$ cat config.mk
export PLATFORM = sky130hd
export DESIGN_NAME = ibc_code_gen
export DESIGN_NICKNAME = d
export VERILOG_FILES = /design/src/rtl/ibc_pkg.sv /design/src/rtl/ibc_len_decode.sv /design/src/rtl/ibc_frame_counter.sv /design/src/rtl/ibc_pattern_ptr.sv /design/src/rtl/ibc_bit_mux.sv /design/src/rtl/ibc_out_stage.sv /design/src/rtl/ibc_code_gen.sv
export SDC_FILE = /design/constraint.sdc
export NUM_CORES = 1
export LEC_CHECK = 0
export CAP_MARGIN = 25
export CORE_UTILIZATION = 45
export CTS_CLUSTER_DIAMETER = 80
export CTS_CLUSTER_SIZE = 25
export DETAILED_ROUTE_END_ITERATION = 10
export GPL_ROUTABILITY_DRIVEN = 1
export PLACE_DENSITY = 0.76
export SLEW_MARGIN = 20
export SYNTH_ARGS = -nofsm -noshare
export SYNTH_HDL_FRONTEND = slang
export SYNTH_HIERARCHICAL = 1
export SYNTH_SLANG_ARGS = --single-unit
$ cat constraint.sdc
create_clock -name clk -period 5.5 [get_ports clk]
set_input_delay 1.1 -clock clk [delete_from_list [all_inputs] [get_ports clk]]
set_output_delay 1.1 -clock clk [all_outputs]
set_load 0.03 [all_outputs]
$ cat src/rtl/ibc_pkg.sv
package ibc_pkg;

  // Length decode: 1..code_w literal, 0 maps to def_len, larger values to double width.
  function automatic int ibc_len_of(int sel, int code_w, int def_len);
    if (sel == 0) return def_len;
    if (sel <= code_w) return sel;
    return 2 * code_w;
  endfunction

  // Code pointer step with wrap at the selected length.
  function automatic int ibc_ptr_step(int ptr, int len);
    if (ptr >= len - 1) return 0;
    return ptr + 1;
  endfunction

  // Frame position step with wrap at the frame length.
  function automatic int ibc_frame_step(int cnt, int flen);
    if (cnt >= flen - 1) return 0;
    return cnt + 1;
  endfunction

endpackage

$ cat src/rtl/ibc_len_decode.sv
module ibc_len_decode #(
  parameter int SEL_W   = 4,
  parameter int CODE_W  = 8,
  parameter int DEF_LEN = 5,
  localparam int LEN_W  = $clog2(2 * CODE_W + 1)
) (
  input  logic [SEL_W-1:0] sel,
  output logic [LEN_W-1:0] len
);
  import ibc_pkg::*;

  always_comb begin
    len = LEN_W'(ibc_len_of(int'(sel), CODE_W, DEF_LEN));
  end
endmodule

$ cat src/rtl/ibc_frame_counter.sv
module ibc_frame_counter #(
  parameter int FRAME_LEN = 193,
  localparam int FCNT_W   = $clog2(FRAME_LEN)
) (
  input  logic clk,
  input  logic rst_n,
  output logic at_fbit
);
  import ibc_pkg::*;

  logic [FCNT_W-1:0] cnt_q;
  logic [FCNT_W-1:0] cnt_d;

  always_comb begin
    cnt_d = FCNT_W'(ibc_frame_step(int'(cnt_q), FRAME_LEN));
  end

  always_ff @(posedge clk or negedge rst_n) begin
    if (!rst_n) cnt_q <= '0;
    else        cnt_q <= cnt_d;
  end

  assign at_fbit = (cnt_q == '0);
endmodule

$ cat src/rtl/ibc_pattern_ptr.sv
module ibc_pattern_ptr #(
  parameter int CODE_W  = 8,
  localparam int PTR_W  = $clog2(2 * CODE_W),
  localparam int LEN_W  = $clog2(2 * CODE_W + 1)
) (
  input  logic             clk,
  input  logic             rst_n,
  input  logic             en,
  input  logic [LEN_W-1:0] len,
  output logic [PTR_W-1:0] ptr
);
  import ibc_pkg::*;

  logic [PTR_W-1:0] ptr_d;

  // Pointer advances on every enabled bit, frame bits included.
  always_comb begin
    if (!en) ptr_d = '0;
    else     ptr_d = PTR_W'(ibc_ptr_step(int'(ptr), int'(len)));
  end

  always_ff @(posedge clk or negedge rst_n) begin
    if (!rst_n) ptr <= '0;
    else        ptr <= ptr_d;
  end
endmodule

$ cat src/rtl/ibc_bit_mux.sv
module ibc_bit_mux #(
  parameter int CODE_W  = 8,
  localparam int WORD_W = 2 * CODE_W,
  localparam int PTR_W  = $clog2(WORD_W)
) (
  input  logic [CODE_W-1:0] code_a,
  input  logic [CODE_W-1:0] code_b,
  input  logic [PTR_W-1:0]  ptr,
  output logic              bit_o
);
  logic [WORD_W-1:0] word;
  logic [WORD_W-1:0] send_order;

  assign word = {code_a, code_b};

  // send_order[i] is the i-th bit on the line: MSB of code_a first.
  for (genvar i = 0; i < WORD_W; i++) begin : g_order
    assign send_order[i] = word[WORD_W-1-i];
  end

  assign bit_o = send_order[ptr];
endmodule

$ cat src/rtl/ibc_out_stage.sv
module ibc_out_stage (
  input  logic clk,
  input  logic rst_n,
  input  logic loop_en,
  input  logic pat_bit,
  input  logic pass_in,
  input  logic fbit_ins_en,
  input  logic fbit_val,
  input  logic at_fbit,
  output logic ser_out,
  output logic frame_strobe
);
  logic overwrite;
  logic ser_d;

  assign overwrite = fbit_ins_en & at_fbit;

  always_comb begin
    if (overwrite)    ser_d = fbit_val;
    else if (loop_en) ser_d = pat_bit;
    else              ser_d = pass_in;
  end

  always_ff @(posedge clk or negedge rst_n) begin
    if (!rst_n) begin
      ser_out      <= 1'b0;
      frame_strobe <= 1'b0;
    end else begin
      ser_out      <= ser_d;
      frame_strobe <= at_fbit;
    end
  end
endmodule

$ cat src/rtl/ibc_code_gen.sv
module ibc_code_gen #(
  parameter int CODE_W    = 8,
  parameter int SEL_W     = 4,
  parameter int DEF_LEN   = 5,
  parameter int FRAME_LEN = 193,
  localparam int PTR_W    = $clog2(2 * CODE_W),
  localparam int LEN_W    = $clog2(2 * CODE_W + 1)
) (
  input  logic              clk,
  input  logic              rst_n,
  input  logic [CODE_W-1:0] code_a,
  input  logic [CODE_W-1:0] code_b,
  input  logic [SEL_W-1:0]  len_sel,
  input  logic              loop_en,
  input  logic              fbit_ins_en,
  input  logic              fbit_val,
  input  logic              pass_in,
  output logic              ser_out,
  output logic              frame_strobe
);
  // Named internal events, observed by the bound checker.
  logic [LEN_W-1:0] pat_len_w;
  logic [PTR_W-1:0] pat_ptr_w;
  logic             pat_bit_w;
  logic             at_fbit_w;

  ibc_len_decode #(.SEL_W(SEL_W), .CODE_W(CODE_W), .DEF_LEN(DEF_LEN)) u_len (
    .sel (len_sel),
    .len (pat_len_w)
  );

  ibc_frame_counter #(.FRAME_LEN(FRAME_LEN)) u_frame (
    .clk     (clk),
    .rst_n   (rst_n),
    .at_fbit (at_fbit_w)
  );

  ibc_pattern_ptr #(.CODE_W(CODE_W)) u_ptr (
    .clk   (clk),
    .rst_n (rst_n),
    .en    (loop_en),
    .len   (pat_len_w),
    .ptr   (pat_ptr_w)
  );

  ibc_bit_mux #(.CODE_W(CODE_W)) u_mux (
    .code_a (code_a),
    .code_b (code_b),
    .ptr    (pat_ptr_w),
    .bit_o  (pat_bit_w)
  );

  ibc_out_stage u_out (
    .clk          (clk),
    .rst_n        (rst_n),
    .loop_en      (loop_en),
    .pat_bit      (pat_bit_w),
    .pass_in      (pass_in),
    .fbit_ins_en  (fbit_ins_en),
    .fbit_val     (fbit_val),
    .at_fbit      (at_fbit_w),
    .ser_out      (ser_out),
    .frame_strobe (frame_strobe)
  );
endmodule

==> results by group <==
Route
  – Detailed-route DRC error count: 0
  – WL final: 1750 um
  – Drt wl/cell: 12.0 um
  – 1st-iter DRT viols: 8
  – Vias/cell: approximately 5.3
  – Drt pass-1 iters: 4
  – Detailed-route via count: 774
  – Routed Antenna Nets: 0

Outcome
  – Outcome: finished, final reports clean

Power and ir drop
  – LEAKAGE: 0.548 nW
  – Sw Pwr: 0.0618 mW
  – P per Cell Area: between 150 and 200 mW/mm^2
  – Peak supply drop: 128 uV
  – Final Power: 0.238 mW
  – Internal Power: 0.177 mW
  – Seq pwr share: 47.2%
  – Switching share of total power: 25.9%
  – Combinational Power Share: between 30% and 40%
  – Clk network pwr share: 22.2%

Setup path
  – Crit. End Element: flop
  – Nature of the critical path startpoint: input pin
  – Slowest Stage Delay on Critical Path: 0.54 ns
  – Critical Path Source: len_sel[1]
  – Slowest cell on the critical path: clkdlybuf4s50_1
  – RR Startpoint: u_ptr/ptr[0]
  – Req. time, crit path: 5.67 ns
  – Type of the worst setup path: in2reg
  – Arrival @ worst endpoint: 3.35 ns
  – CP max FO: 4
  – Crit-path cells: clkdlybuf4s50_1, o21ba_1, nor2_1, or3_1, xor2_1, ha_1, a2111o_1, a311oi_1

GRT
  – First-pass GRT wire length: 3170 um
  – Initial antenna violation count: 0
  – GR Util All Layers: 17.0%
  – Number of global-route vias before repair: 771
  – Largest net degree at the start of global routing: 15
  – Total gr overflow: 0

Timing
  – Slew Viols, Final: 0
  – Setup skew after layout: 0.000606 ns
  – Fmax: 315 MHz
  – Fin. Hold Viols: 0
  – Setup TNS: 0 ns
  – Max-slew headroom: 60.7%
  – Fin crit share: 57.8%
  – Final min period: 3.18 ns
  – # setup viols final: 0
  – Slew @ Worst Pin: 0.587 ns
  – RSZ-0062 raised after global routing: false
  – Hold slack: approximately 0.5 ns

Final layout
  – Commonest non-fill, non-tap cell in the layout: clkdlybuf4s50_1
  – Final std cells w/o fill: between 100 and 150
  – Area grow syn2layout: 32.4%
  – Layout cell share with drive strength beyond 1: 7.63%
  – Design area: between 0.001 and 0.0015 mm^2
  – Layout filler cell count: between 150 and 200
  – # nets final: 154
  – Diode count: 0
  – Most frequent cells in the layout: 27 x clkdlybuf4s50_1, 14 x dfrtp_1, 8 x ha_1

Placed design
  – Placed Cells: 142
  – Placed cell area: 0.00131 mm^2
  – DPL Wire Length: roughly 1500 um
  – Routability congestion estimate: just over 0.8
  – Port buffer count: 27

Yosys
  – Net Count, Synth: between 100 and 150
  – Mapped Area: 0.00101 mm^2
  – Seq/Total Area, Yosys: 34.8%
  – Synth Area per Inst: 11.4 um^2
  – Yosys cell types: 28
  – Flops & latches, synth: 14
  – Synth warn: 6
  – Post-synthesis cell count: 88

Clocking
  – Hold Buf Count CTS: 0
  – CTS Root Cell: clkbuf_4
  – H-tree depth: 1
  – Clock Path Buffers: 2
  – # resized after CTS: 0
  – CTS tree: done
  – Sink Count: 14
  – Cts bufs inserted: 3
  – Post-CTS setup buffers: 0
  – Worst skew pair latency: around 0.27 ns
  – CTS clk-pin slew, worst paths: 0.07 ns

Floorplanning
  – Die area: 0.00243 mm^2
  – Row cnt: 16
  – Die width: 49.3 um
  – I/O pin count: 28
  – Starting Density: roughly half
  – Die height: around 50 um
  – Core Area: between 0.002 and 0.0025 mm^2

Min path
  – Min-delay worst type: reg2reg
  – Worst hold start: u_frame/cnt_q[0]

Flow run
  – Max cap viols: 0
==> registers in the layout (all words and copies together), names as in the netlist <==
register / count
u_ptr/ptr: 4
u_frame/cnt_q: 8
u_out/ser_out: 1
u_out/frame_strobe: 1
==> stage by stage <==
stage | util, % | setup slack (ns)
final | 65.3 | 2.32
after global routing | 65.3 | 2.20
after CTS | 65.3 | 2.31
after detailed placement | 64.2 | 2.00
after global placement | 64.2 | 2.15
after floorplan | - | 2.69
==> cells in the mapped netlist <==
library cell | instances | area share, %
a2111o_1 | 1 | 1.1
a21oi_1 | 1 | 0.50
a311oi_1 | 4 | 3.5
and2_1 | 3 | 1.9
dfrtp_1 | 14 | 35
ha_1 | 8 | 9.9
inv_1 | 6 | 2.2
mux2_1 | 1 | 1.1
mux2_4 | 1 | 1.5
mux2i_1 | 4 | 4.0
mux4_1 | 4 | 10
nand2_1 | 4 | 1.5
nand2b_1 | 3 | 1.9
nand2b_4 | 1 | 1.4
nand3_1 | 4 | 2.0
nor2_1 | 7 | 2.6
nor2b_1 | 2 | 1.2
nor3_2 | 1 | 0.99
nor3b_2 | 1 | 1.2
nor4_2 | 1 | 1.2
o21ai_0 | 2 | 0.99
o21ba_1 | 2 | 2.0
o31ai_1 | 1 | 0.75
o31ai_4 | 1 | 2.1
or3_1 | 2 | 1.2
or4b_1 | 1 | 0.99
xnor2_1 | 4 | 3.5
xor2_1 | 4 | 3.5
==> worst max-delay path: cells and delay by family <==
family | cells | cell delay (ns)
XOR/XNOR | 1 | 0.18
AND/OR/NAND/NOR | 2 | 0.51
AO/OA/AOI/OAI | 3 | 0.81
buffers and inverters | 1 | 0.54
adder cells (fa/ha/maj) | 1 | 0.20
==> layout make-up <==
class / count / area [um^2] / area share [%]
inverters: 6 / 22.5 / 1.69
multi-input cells: 68 / 634 / 47.6
well taps: 27 / 33.8 / 2.53
repair buffers: 27 / 270 / 20.3
clock buffers: 3 / 22.5 / 1.69
flip-flops and latches: 14 / 350 / 26.3
==> routing by layer <==
layer,vias up,track usage [%],wire [um]
met5,-,0,0
met4,0,2.94,13
met3,2,4.67,103
met2,29,26.3,772
met1,355,24.0,857
li1,388,-,-
==> cell families (layout without fill, tap and decap cells) <==
kind of cell	after synthesis	after routing	share of synthesized area (%)
xor+xnor	8	8	6.96
fa+ha+maj	8	8	9.94
flops	14	14	34.8
compound gates	12	12	10.9
mux	10	10	17.0
simple gates	30	30	18.1
buf+inv	6	36	2.24
==> path summary, 6_finish.rpt <==
check                                        end  slack [ns]  depth (start not counted)
min in group asynchronous       u_frame/cnt_q[6]        1.20                          1
max in group asynchronous       u_frame/cnt_q[1]        3.92                          1
worst max register to register     u_out/ser_out        3.44                          5
worst min-delay path            u_frame/cnt_q[0]        0.50                          1
worst max-delay path                u_ptr/ptr[3]        2.32                          8
worst min register to register  u_frame/cnt_q[0]        0.50                          1
==> power by group through the flow <==
stage	logic [mW]	registers, mW	clock network [mW]
after floorplan	0.0415	0.116	0
after global placement	0.0717	0.115	0
after CTS	0.0738	0.113	0.0556
after detailed placement	0.0733	0.115	0
after global routing	0.0799	0.114	0.0632
final	0.0730	0.113	0.0528
Note: power is estimated with default switching activity, not from simulation.
